$ cat src/rtl/sysclk_pkg.sv
package sysclk_pkg;

   typedef enum logic [1:0] {
      RATE_NORM = 2'd0,
      RATE_LOW  = 2'd1,
      RATE_HIGH = 2'd2
   } rate_e;

   localparam int unsigned THR_W = 3;

   function automatic int unsigned cfg_bits(input int unsigned div_w);
      return 1 + 2 * div_w + THR_W + 1;
   endfunction

endpackage

$ cat src/rtl/sysclk_cfg_regs.sv
module sysclk_cfg_regs
   import sysclk_pkg::*;
#(
   parameter int unsigned ADDR_W    = 4,
   parameter int unsigned DATA_W    = 16,
   parameter int unsigned DIV_W     = 3,
   parameter int unsigned CTRL_ADDR = 0
) (
   input  logic                    clk,
   input  logic                    rst_n,
   input  logic [ADDR_W-1:0]       addr,
   input  logic                    wr_en,
   input  logic [DATA_W-1:0]       wr_data,
   output logic [DATA_W-1:0]       rd_data,
   output logic                    src_sel,
   output logic [DIV_W-1:0]        low_code,
   output logic [DIV_W-1:0]        high_code,
   output logic [THR_W-1:0]        irq_thr,
   output logic                    risc_en
);
   localparam int unsigned USED_W = cfg_bits(DIV_W);
   localparam int unsigned LO_LSB = 1;
   localparam int unsigned HI_LSB = LO_LSB + DIV_W;
   localparam int unsigned TH_LSB = HI_LSB + DIV_W;
   localparam int unsigned RE_BIT = TH_LSB + THR_W;

   logic [USED_W-1:0] ctrl_q;
   logic              hit;

   assign hit = (addr == ADDR_W'(CTRL_ADDR));

   always_ff @(posedge clk or negedge rst_n) begin
      if (!rst_n)
         ctrl_q <= '0;
      else if (wr_en && hit)
         ctrl_q <= wr_data[USED_W-1:0];
   end

   assign rd_data   = hit ? DATA_W'(ctrl_q) : '0;
   assign src_sel   = ctrl_q[0];
   assign low_code  = ctrl_q[LO_LSB +: DIV_W];
   assign high_code = ctrl_q[HI_LSB +: DIV_W];
   assign irq_thr   = ctrl_q[TH_LSB +: THR_W];
   assign risc_en   = ctrl_q[RE_BIT];

   AST_WRITE_LANDS: assert property (@(posedge clk) disable iff (!rst_n)
      (wr_en && hit) |=> ctrl_q == $past(wr_data[USED_W-1:0]));
   AST_MISS_KEEPS: assert property (@(posedge clk) disable iff (!rst_n)
      (wr_en && !hit) |=> $stable(ctrl_q));

endmodule

$ cat src/rtl/sysclk_rate_policy.sv
module sysclk_rate_policy
   import sysclk_pkg::*;
#(
   parameter int unsigned DIV_W = 3
) (
   input  logic              src_sel,
   input  logic [DIV_W-1:0]  low_code,
   input  logic [DIV_W-1:0]  high_code,
   input  logic [THR_W-1:0]  irq_thr,
   input  logic              risc_en,
   input  logic [THR_W-1:0]  irq_level,
   input  logic              risc_busy,
   output logic [DIV_W-1:0]  want_code,
   output rate_e             want_rate
);
   logic fast_req;

   assign fast_req = (irq_level > irq_thr) || (risc_en && risc_busy);

   always_comb begin
      if (!src_sel) begin
         want_code = '0;
         want_rate = RATE_NORM;
      end else if (fast_req) begin
         want_code = high_code;
         want_rate = RATE_HIGH;
      end else begin
         want_code = low_code;
         want_rate = RATE_LOW;
      end
   end

endmodule

$ cat src/rtl/sysclk_divider.sv
module sysclk_divider
   import sysclk_pkg::*;
#(
   parameter int unsigned DIV_W = 3
) (
   input  logic              clk,
   input  logic              rst_n,
   input  logic [DIV_W-1:0]  want_code,
   input  rate_e             want_rate,
   output logic              sys_ce,
   output logic              sys2x_ce,
   output rate_e             rate_q
);
   localparam int unsigned MAX_CODE = (1 << DIV_W) - 1;
   localparam int unsigned CNT_W    = 2 * MAX_CODE + 1;

   logic [CNT_W-1:0] cnt_q;
   logic [CNT_W-1:0] last;
   logic [CNT_W:0]   span;
   logic [DIV_W-1:0] act_code;

   assign span = (CNT_W + 1)'(2) << (2 * act_code);
   assign last = CNT_W'(span - 1'b1);

   assign sys_ce   = (cnt_q == last);
   assign sys2x_ce = sys_ce || (cnt_q == (last >> 1));

   always_ff @(posedge clk or negedge rst_n) begin
      if (!rst_n) begin
         cnt_q    <= '0;
         act_code <= '0;
         rate_q   <= RATE_NORM;
      end else if (sys_ce) begin
         cnt_q    <= '0;
         act_code <= want_code;
         rate_q   <= want_rate;
      end else begin
         cnt_q    <= cnt_q + 1'b1;
      end
   end

   AST_CODE_HOLD: assert property (@(posedge clk) disable iff (!rst_n)
      !sys_ce |=> $stable(act_code));
   AST_RATE_HOLD: assert property (@(posedge clk) disable iff (!rst_n)
      !sys_ce |=> $stable(rate_q));

endmodule

$ cat src/rtl/sysclk_tmr_prescaler.sv
module sysclk_tmr_prescaler #(
   parameter int unsigned PRE_LOG2 = 7
) (
   input  logic       clk,
   input  logic       rst_n,
   input  logic [1:0] mode_pins,
   output logic       tmr_ce
);
   logic pass;

   assign pass = (mode_pins == 2'b11);

   generate
      if (PRE_LOG2 == 0) begin : g_direct
         assign tmr_ce = 1'b1;
      end else begin : g_count
         logic [PRE_LOG2-1:0] pcnt_q;

         always_ff @(posedge clk or negedge rst_n) begin
            if (!rst_n)
               pcnt_q <= '0;
            else
               pcnt_q <= pcnt_q + 1'b1;
         end

         assign tmr_ce = pass | (&pcnt_q);

         AST_TMR_SPACED: assert property (@(posedge clk) disable iff (!rst_n)
            (tmr_ce && !pass) |=> (!tmr_ce || pass));
      end
   endgenerate

endmodule

$ cat src/rtl/sysclk_rate_ctrl.sv
module sysclk_rate_ctrl
   import sysclk_pkg::*;
#(
   parameter int unsigned ADDR_W    = 4,
   parameter int unsigned DATA_W    = 16,
   parameter int unsigned DIV_W     = 3,
   parameter int unsigned CTRL_ADDR = 0,
   parameter int unsigned PRE_LOG2  = 7
) (
   input  logic              clk,
   input  logic              rst_n,
   input  logic [ADDR_W-1:0] cfg_addr,
   input  logic              cfg_wr,
   input  logic [DATA_W-1:0] cfg_wdata,
   output logic [DATA_W-1:0] cfg_rdata,
   input  logic [2:0]        irq_level,
   input  logic              risc_busy,
   input  logic [1:0]        mode_pins,
   output logic              sys_ce,
   output logic              sys2x_ce,
   output logic              tmr_ce,
   output logic [1:0]        rate_o
);
   generate
      if (DATA_W < cfg_bits(DIV_W)) begin : g_bad_width
         $error("DATA_W too small for the control fields");
      end
      if (DIV_W < 1 || DIV_W > 3) begin : g_bad_div
         $error("DIV_W must be 1 to 3");
      end
      if (CTRL_ADDR >= (1 << ADDR_W)) begin : g_bad_addr
         $error("CTRL_ADDR does not fit ADDR_W");
      end
   endgenerate

   logic              src_sel, risc_en;
   logic [DIV_W-1:0]  low_code, high_code, want_code;
   logic [THR_W-1:0]  irq_thr;
   rate_e             want_rate, rate_q;

   sysclk_cfg_regs #(
      .ADDR_W(ADDR_W), .DATA_W(DATA_W), .DIV_W(DIV_W), .CTRL_ADDR(CTRL_ADDR)
   ) u_regs (
      .clk(clk), .rst_n(rst_n), .addr(cfg_addr), .wr_en(cfg_wr),
      .wr_data(cfg_wdata), .rd_data(cfg_rdata), .src_sel(src_sel),
      .low_code(low_code), .high_code(high_code), .irq_thr(irq_thr),
      .risc_en(risc_en)
   );

   sysclk_rate_policy #(.DIV_W(DIV_W)) u_policy (
      .src_sel(src_sel), .low_code(low_code), .high_code(high_code),
      .irq_thr(irq_thr), .risc_en(risc_en), .irq_level(irq_level),
      .risc_busy(risc_busy), .want_code(want_code), .want_rate(want_rate)
   );

   sysclk_divider #(.DIV_W(DIV_W)) u_div (
      .clk(clk), .rst_n(rst_n), .want_code(want_code), .want_rate(want_rate),
      .sys_ce(sys_ce), .sys2x_ce(sys2x_ce), .rate_q(rate_q)
   );

   sysclk_tmr_prescaler #(.PRE_LOG2(PRE_LOG2)) u_tmr (
      .clk(clk), .rst_n(rst_n), .mode_pins(mode_pins), .tmr_ce(tmr_ce)
   );

   assign rate_o = rate_q;

   AST_SRC_OFF_NORMAL: assert property (@(posedge clk) disable iff (!rst_n)
      (sys_ce && !src_sel) |=> rate_o == RATE_NORM);
   AST_IRQ_FAST: assert property (@(posedge clk) disable iff (!rst_n)
      (sys_ce && src_sel && (irq_level > irq_thr)) |=> rate_o == RATE_HIGH);
   AST_RISC_FAST: assert property (@(posedge clk) disable iff (!rst_n)
      (sys_ce && src_sel && risc_en && risc_busy) |=> rate_o == RATE_HIGH);

endmodule

$ cat config.mk
export PLATFORM = sky130hd
export DESIGN_NAME = sysclk_rate_ctrl
export DESIGN_NICKNAME = d
export VERILOG_FILES = /design/src/rtl/sysclk_pkg.sv /design/src/rtl/sysclk_cfg_regs.sv /design/src/rtl/sysclk_rate_policy.sv /design/src/rtl/sysclk_divider.sv /design/src/rtl/sysclk_tmr_prescaler.sv /design/src/rtl/sysclk_rate_ctrl.sv
export SDC_FILE = /design/constraint.sdc
export NUM_CORES = 1
export LEC_CHECK = 0
export ABC_AREA = 1
export BUFFER_PORTS_ARGS = -buffer_cell sky130_fd_sc_hd__buf_4
export CORE_MARGIN = 5
export CORE_UTILIZATION = 30
export DETAILED_ROUTE_END_ITERATION = 16
export GPL_TIMING_DRIVEN = 1
export MAX_ROUTING_LAYER = met4
export PLACE_DENSITY = 0.5
export SKIP_LAST_GASP = 1
export SLEW_MARGIN = 20
export SYNTH_ARGS = -nofsm -noshare
export SYNTH_HDL_FRONTEND = slang
export SYNTH_SLANG_ARGS = --single-unit
$ cat constraint.sdc
create_clock -name clk -period 2.62 [get_ports clk]
set_clock_uncertainty 0.2 [all_clocks]
set_input_delay 0 -clock clk [delete_from_list [all_inputs] [get_ports clk]]
set_output_delay 0 -clock clk [all_outputs]
set_load 0.01 [all_outputs]
# ---- Word level (Yosys, flattened, before mapping)
# Index checks and enable logic that the tools add are counted.
dict set report word_totals {
  regBits 38
  in_bits 29
  word_cells 26
  out_inout_bits 21
}
dict set report op_classes {
  n_lt_le_gt_ge 1
  bitwise 1
  n_shift 1
  n_addsub 3
  muxes 6
  n_eq_ne 3
  n_reduce_logical 6
}
# operator count
set ops {}
lappend ops {{15-bit by 1-bit adder with 15-bit output (second input constant)} 1}
lappend ops {{15-bit by 14-bit equality test with 1-bit output} 1}
lappend ops {{15-bit equality test} 1}
lappend ops {{15-bit two-way mux} 1}
lappend ops {{2-bit by 4-bit left shift with 15-bit output (first input constant)} 1}
lappend ops {{15-bit by 1-bit subtractor with 15-bit output (second input constant)} 1}
lappend ops {{11-bit two-way mux} 1}
lappend ops {{7-bit by 1-bit adder with 7-bit output (second input constant)} 1}
lappend ops {{7-bit AND reduction} 1}
lappend ops {{3-bit two-way mux} 2}
lappend ops {{4-bit zero test} 1}
lappend ops {{2-bit two-way mux} 2}
lappend ops {{3-bit greater-than comparator} 1}
lappend ops {{2-bit equality test (second input constant)} 1}
lappend ops {{1-bit logical AND} 2}
lappend ops {{1-bit logical OR} 2}
lappend ops {{1-bit bitwise OR} 1}

# ---- Longest topological paths before layout
# Gate-level depths: netlist of run 1.
dict set report logic_depth {
  ltp_word 4
  mapped_depth 19
  depth_no_buf 15
}

# ---- Modules after synthesis
# Synthesis of run 1 repeated with hierarchy kept, for this count alone.
dict set report hier_totals {
  hier_cells 392
  hier_area_um2 2738.9
}
# module area_each_um2 cells_each seq_area_each_um2 instances
set by_module_without_submodules {}
lappend by_module_without_submodules {sysclk_divider 1622.8 253 500.5 1}
lappend by_module_without_submodules {sysclk_cfg_regs 654.4 81 275.3 1}
lappend by_module_without_submodules {sysclk_tmr_prescaler 311.5 32 175.2 1}
lappend by_module_without_submodules {sysclk_rate_policy 150.1 26 0.0 1}

# ---- Least setup slack after synthesis of run 1
# Ideal clock, no wire load.
dict set report synth_timing {
  path_type {flip-flop to flip-flop}
  from {register u_div.act_code[2]}
  to {register u_div.rate_q[0]}
  setup_ns 0.121
  required_ns 2.299
  synth_period_minus_slack_ns 2.219
  n_path_buf 3
  stages_incl_launch_ff 18
  t_arrival_ns 1.898
  path_slack_ns 0.401
  path_cell_list {dfrtp_1 > buf_6 > inv_4 > buf_6 > nand3_1 > ha_1 > inv_1 > nand2_1 > nand2_1 > nor2_1 > nand2_1 > nor2_2 > nand3_2 > nor2_4 > nand2_2 > buf_6 > nand2_1 > o21ai_1}
}
dict set report synth_between {
  elab_chain_cells 3
}
# element line_no
set synth_rtl {}
lappend synth_rtl {{start: declaration} sysclk_divider.sv:20} ;# logic [DIV_W-1:0] act_code;
lappend synth_rtl {{start signal: assignment} sysclk_divider.sv:35} ;# act_code <= want_code;
lappend synth_rtl {{2-bit by 4-bit left shift with 15-bit output} sysclk_divider.sv:22} ;# assign span = (CNT_W + 1)'(2) << (2 * act_code);
lappend synth_rtl {{15-bit by 1-bit subtractor with 15-bit output} sysclk_divider.sv:23} ;# assign last = CNT_W'(span - 1'b1);
lappend synth_rtl {{15-bit equality test} sysclk_divider.sv:25} ;# assign sys_ce = (cnt_q == last);
lappend synth_rtl {{end signal: assignment} sysclk_divider.sv:36} ;# rate_q <= want_rate;
lappend synth_rtl {{end: declaration} sysclk_divider.sv:12} ;# output rate_e rate_q
# No other way between the ends.
# A chain may end at the register's enable or synchronous reset.

# ---- Final worst setup path of run 1
dict set report layout_timing {
  from {register u_div.act_code[1]}
  to {output sys2x_ce}
}
dict set report layout_between {
  elab_chain_cells 4
  word_cells_on_any_way 5
  classes_between {add/sub (1); eq/ne (2); shift (1); reduce/logical (1)}
}
# element line_no
set layout_rtl {}
lappend layout_rtl {{2-bit by 4-bit left shift with 15-bit output (*)} sysclk_divider.sv:22}
lappend layout_rtl {{15-bit by 1-bit subtractor with 15-bit output (*)} sysclk_divider.sv:23}
lappend layout_rtl {{15-bit equality test or 15-bit by 14-bit equality test with 1-bit output (tied branches)} {sysclk_divider.sv:25, sysclk_divider.sv:26}}
lappend layout_rtl {{1-bit logical OR (*)} sysclk_divider.sv:26} ;# assign sys2x_ce = sys_ce || (cnt_q == (last >> 1));
lappend layout_rtl {{end: declaration} sysclk_rate_ctrl.sv:20} ;# output logic sys2x_ce,
# Every way passes the cells marked *; elsewhere a longest branch is shown, timed or not.

==> metrics.txt, run 1 <==
status=finished, final reports clean; synthesized cell area=roughly 0.0026 mm2; starting density of the core=0.304; final core utilization=0.390; DRT Pass-1 Iters=4; Synth top cells by count=nand2_1, nor2_1, inv_1; Die W=104 um; Slew headroom=0.561; CP Data Arrival Time=2.25 ns; ant diodes=0; LEAKAGE=0.00181 uW; fmax=0.408 GHz; worst-margin pin slew=0.657 ns; nets=479; Critical-path top delay cell=dfrtp_2; Final Setup Violations=0; CTS tree=done; full die area=0.0107 mm2; initial antenna violation count=0; WL final=~6500 um; most numerous cell in the Yosys netlist=nand2_1; Area Overhead vs Synth=28.2%; grt total ovfl=0; largest net degree at the start of global routing=39; asr flop ratio synth=1.00; share of the synthesized area in the top cell type=0.362; clk slew on worst S/H paths=0.08 ns; final hold violation count=0; GRT Overall Usage=0.127; Antenna Nets Post-Route=0; htree depth=2; flip-flop and latch count after synthesis=38; final clock period utilization by the worst path=0.936; syn_area_per_cell=6.84 um2; type of the worst min-delay path=primary input to async pin; Post-synth EDFFs=0; share of cells above drive strength 1=0.189; required time of the critical path=between 2 and 2.5 ns; FF-to-FF End=u_div.rate_q[0]; Startpoint Class=flop; sequential area share after synthesis=0.362; Syn. warnings=0; CTS sink cnt=38; I/O Buffers=39; cell taking the most area after synthesis=dfrtp_1; RD Place Congestion=0.926; Site Rows=34; Cell Pwr Density=499 mW/mm2; MaxCap Viol Count=0; crit path max fanout=5; CTS Buffer Depth=2; post-route minimum period=2.45 ns; Bufs and invs on worst path=3; HPWL after DPL=between 5000 and 6000 um; FF-to-FF path depth=15; Core ar.=0.00864 mm2; worst vdd ir=0.000250 V; crit-path cells=inv_2, nand3_1, ha_4, inv_1, nand2_1, nand2_1, nor2_2, nand2_1, nor2_2, nand3_2, nor2_4, nand2_4, nand2_2, buf_4; initial DRC count=94; RSZ-0062 raised after global routing=false; largest delay contributor family on the critical path=simple AND/OR/NAND/NOR gates; DR WL/cell=between 10 and 15 um; Worst-Skew Late Latency=a little under 0.3 ns; synth top area cells=dfrtp_1, nand2_1, nor2_1, inv_1, nand3_1; Worst Setup End Kind=primary output; Yosys cell types=28; Root Buffer=clkbuf_8; setup TNS=0 ns; worst hold margin=0.00257 ns; Die Y=104 um; drt drc=0; Syn Inst Count=384; CP most frequent cell=nand2_1; Reg-to-Reg Start=u_div.act_code[1]; Slew Viols, Final=0; number of global-route vias before repair=~2.4k; Worst Path Class, Setup=flop to primary output; FF-to-FF setup slack=0.27 ns; Via density=4.49; via count=2,484; IO Pins=50; crit-path max cell delay=0.45 ns; first-pass GRT wire length=11,200 um; TritonCTS buffer count=5; Post-synth top flop=dfrtp_1
## worst register-to-register path, cell delays in order, from the launching register on
cell and delay (ns):
dfrtp_2 0.45, inv_2 0.07, nand3_1 0.11, ha_4 0.31, inv_1 0.04, nand2_1 0.08, nand2_1 0.06, nor2_2 0.09
nand2_1 0.07, nor2_2 0.10, nand3_2 0.11, nor2_4 0.15, nand2_4 0.11, buf_4 0.18, nand2_1 0.05, o21ai_1 0.05
## registers in the layout (all words and copies together), names as in the netlist
signal	count
u_regs.ctrl_q	11
u_tmr.g_count.pcnt_q	7
u_div.rate_q	2
u_div.act_code	3
u_div.cnt_q	15
## area by class of cell
type | instances | area (um2)
clock buffer | 6 | 82.6
tap | 108 | 135
timing repair buffer | 68 | 543
fill | 896 | 5270
clock inverter | 2 | 60.1
inverter | 50 | 198
sequential | 38 | 952
multi-input combinational | 281 | 1400
## metrics by stage
step	setup WS [ns]	instances	power (uW)	cell area [um2]
after floorplan	0.401	388	931	2640
after global placement	0.192	526	1050	3020
after detailed placement	0.179	526	1050	3020
after CTS	0.0318	547	1690	3300
after global routing	0.0248	553	1790	3370
final	0.168	553	1680	3370
## routing by layer
| layer | global-route usage | wire length [um] | vias up |
|---|---|---|---|
| li1 | - | - | 1309 |
| met1 | 0.168 | 3150 | 1095 |
| met2 | 0.194 | 2930 | 68 |
| met3 | 0.0249 | 291 | 12 |
| met4 | 0.0450 | 123 | 0 |
| met5 | - | 0 | - |
## worst max-delay path by stage
stage / start / end / slack [ns] / depth (start not counted)
after floorplan: u_div.act_code[2] / u_div.rate_q[0] / 0.40 / 17
after global placement: u_div.act_code[1] / u_div.cnt_q[1] / 0.19 / 14
after detailed placement: u_div.act_code[1] / u_div.cnt_q[5] / 0.18 / 14
after CTS: u_div.act_code[1] / sys_ce / 0.03 / 14
after global routing: u_div.act_code[1] / sys_ce / 0.02 / 14
final: u_div.act_code[1] / sys2x_ce / 0.17 / 14
## cell families (layout without fill, tap and decap cells)
group	count (synthesis)	in the layout	synth area share
AND/OR/NAND/NOR	218	218	0.360
AO/OA/AOI/OAI	33	33	0.0638
other	1	5	0.00143
flip-flops	38	38	0.362
XOR/XNOR	19	19	0.0634
buffers and inverters	69	126	0.121
adder cells (fa/ha/maj)	6	6	0.0286
## what timing repair did
action | 4_1_cts | 5_1_grt
hold buffers | 13 | 0
resized for setup | 3 | 6
setup endpoints to repair | 2 | 2
hold endpoints to repair | 50 | 0
setup buffers | 0 | 6
pin swaps | 0 | 1
## layout by cell type (no fill, tap or decap), types with 6 or more instances in the layout
| master | netlist | routed |
|---|---|---|
| nand2_1 | 103 | 102 |
| buf_4 | 6 | 55 |
| nor2_1 | 55 | 54 |
| inv_1 | 45 | 45 |
| dfrtp_1 | 38 | 37 |
| nand3_1 | 32 | 32 |
| a21oi_1 | 21 | 21 |
| xor2_1 | 17 | 17 |
| dlygate4sd3_1 | 0 | 13 |
| o21ai_0 | 9 | 9 |
| nor3_1 | 7 | 7 |
| nand2_2 | 6 | 6 |
| clkbuf_8 | 0 | 6 |
## report_power, final
group,internal [uW],switching [uW],total (uW),leakage (uW)
registers,628,29.0,657,0.000439
logic,167,240,407,0.00130
clock network,406,210,616,0.0000714
Power figures use the tool's default switching activity.
==> run 2: changes to the inputs <==
==> constraint.sdc (replaced) <==
create_clock -name clk -period 2.59 [get_ports clk]
set_clock_uncertainty 0.2 [all_clocks]
set_input_delay 0 -clock clk [delete_from_list [all_inputs] [get_ports clk]]
set_output_delay 0 -clock clk [all_outputs]
set_load 0.01 [all_outputs]
==> run 2 against run 1 <==
Sequential share of layout area fell by 0.078 points. Combinational power barely moved. Total power barely moved. Utilization rose by 0.16 points. Wire length fell by 1.4%. Sequential power rose by 1%. Highest routed layer unchanged. Die area did not move. Worst setup slack got worse by 0.034 ns. Via count rose by 1.0%. Clock power fell by 2%.
==> metrics.txt, run 2 (synthesis gave the netlist of run 1 again) <==
Worst-Skew Late Latency=0.29 ns; nets=~480; htree depth=2; MaxCap Viol Count=0; type of the worst min-delay path=primary input to async pin; Largest register FFs=15; required time of the critical path=2.39 ns; clk slew on worst S/H paths=around 0.080 ns; Root Buffer=clkbuf_8; commonest non-fill, non-tap cells in the layout=nand2_1, buf_4, nor2_1; Startpoint Class=flop; crit path max fanout=6; worst vdd ir=~0.00028 V; Crit. Startpoint=u_div.act_code[0]; Cell Pwr Density=497 mW/mm2; CP Data Arrival Time=2.26 ns; Site Rows=34; first-pass GRT wire length=11,200 um; IO Pins=50; Area Overhead vs Synth=28.7%; CTS Buffer Depth=2; TritonCTS buffer count=5; fmax=0.407 GHz; Reg-to-Reg Start=u_div.act_code[0]; via count=2,509; Antenna Nets Post-Route=0; DRT Pass-1 Iters=4; full die area=between 0.01 and 0.015 mm2; FF-to-FF path depth=16; Worst Setup End Kind=primary output; post-route minimum period=2.46 ns; Worst Path Class, Setup=flop to primary output; ant diodes=0; largest net degree at the start of global routing=39; largest registers=u_div.cnt_q: 15 flops, u_regs.ctrl_q: 11 flops, u_tmr.g_count.pcnt_q: 7 flops; Via density=4.52; RSZ-0062 raised after global routing=true; Sw Ratio=0.292; status=finished, final reports clean; Final Setup Violations=0; Psw=roughly 500 uW; commonest non-fill, non-tap cell in the layout=nand2_1; HPWL after DPL=5030 um; LEAKAGE=around 0.0018 uW; GRT Overall Usage=0.125; WL final=6400 um; Slew headroom=0.574; setup TNS=0 ns; DR WL/cell=11.5 um; worst-margin pin slew=between 0.6 and 0.7 ns; RD Place Congestion=0.883; Slew Viols, Final=0; share of cells above drive strength 1=0.195; I/O Buffers=39; initial DRC count=86; number of global-route vias before repair=2,480; initial antenna violation count=0; worst hold margin=0.00409 ns; final core utilization=0.391; Core ar.=roughly 0.0086 mm2; Die W=a little over 100 um; Die Y=slightly above 100 um; most flop-heavy register=u_div.cnt_q; Seq pwr share=0.397; starting density of the core=0.304; final clock period utilization by the worst path=0.948; CTS sink cnt=38; grt total ovfl=0; CTS tree=done; Pint=1190 uW; Worst setup endpoint=sys2x_ce; FF-to-FF End=u_div.act_code[1]; drt drc=0; Comb pwr share=0.242; Clk network pwr share=0.361; FF-to-FF setup slack=0.25 ns; final hold violation count=0
[run 2: changes by cell type in the layout (fill, tap and decap cells not counted), sizes merged]
cell,delta
clkbuf,-1
buf,+2
clkinv,+1
[run 2: power by group through the flow]
stage	Combinational, uW	Clock (uW)	Sequential [uW]
2_1_floorplan	276	0	666
3_3_place_gp	379	0	677
3_5_place_dp	378	0	678
4_1_cts	400	631	667
5_1_grt	470	648	672
6_report	406	606	666
[run 2: through the flow]
| step | setup WS, ns | cells | area (um2) | total power (uW) |
|---|---|---|---|---|
| after global placement | 0.150 | 525 | 3010 | 1060 |
| after floorplan | 0.371 | 388 | 2640 | 942 |
| after CTS | 0.00581 | 547 | 3300 | 1700 |
| after detailed placement | 0.0854 | 525 | 3010 | 1060 |
| after global routing | -0.00915 | 555 | 3380 | 1790 |
| final | 0.134 | 555 | 3380 | 1680 |
[run 2: worst min-delay path by stage]
stage / start / to / slack (ns)
floorplan: rst_n / u_div.act_code[0] / -0.50
global placement: rst_n / u_tmr.g_count.pcnt_q[0] / -0.20
detailed placement: rst_n / u_regs.ctrl_q[6] / -0.19
CTS: rst_n / u_regs.ctrl_q[6] / 0.02
global route: rst_n / u_tmr.g_count.pcnt_q[6] / 0.05
finish: rst_n / u_tmr.g_count.pcnt_q[0] / 0.004
[run 2: timing repair]
action / CTS / global route
pin swaps: 0 / 3
hold endpoints to repair: 50 / 0
endpoints found under the setup margin: 2 / 2
setup buffers: 1 / 8
gates resized for setup: 6 / 4
hold buffers: 13 / 0
[run 2: worst max-delay path: stages, from the launching register on]
cell,delay (ns)
dfrtp_2,0.47
nor2_8,0.13
nand2_2,0.07
ha_4,0.29
inv_1,0.04
nand2_1,0.08
nand2_1,0.05
nor2_1,0.09
nand2_1,0.08
nor2_2,0.09
nand3_2,0.09
nor2_4,0.16
nand2_4,0.11
nand2_2,0.10
buf_4,0.12
[run 2: layer usage]
| metal | routed length, um | GRT usage |
|---|---|---|
| met1 | 2950 | 0.156 |
| met2 | 3010 | 0.203 |
| met3 | 300 | 0.0193 |
| met4 | 140 | 0.0506 |
| met5 | 0 | - |
[run 2: area by class of cell]
cell class | instances | area (um2)
Timing Repair Buffer | 70 | 558
Clock inverter | 3 | 68.8
Fill cell | 900 | 5260
Clock buffer | 5 | 68.8
Sequential cell | 38 | 953
Inverter | 50 | 198
Tap cell | 108 | 135
Multi-Input combinational cell | 281 | 1400
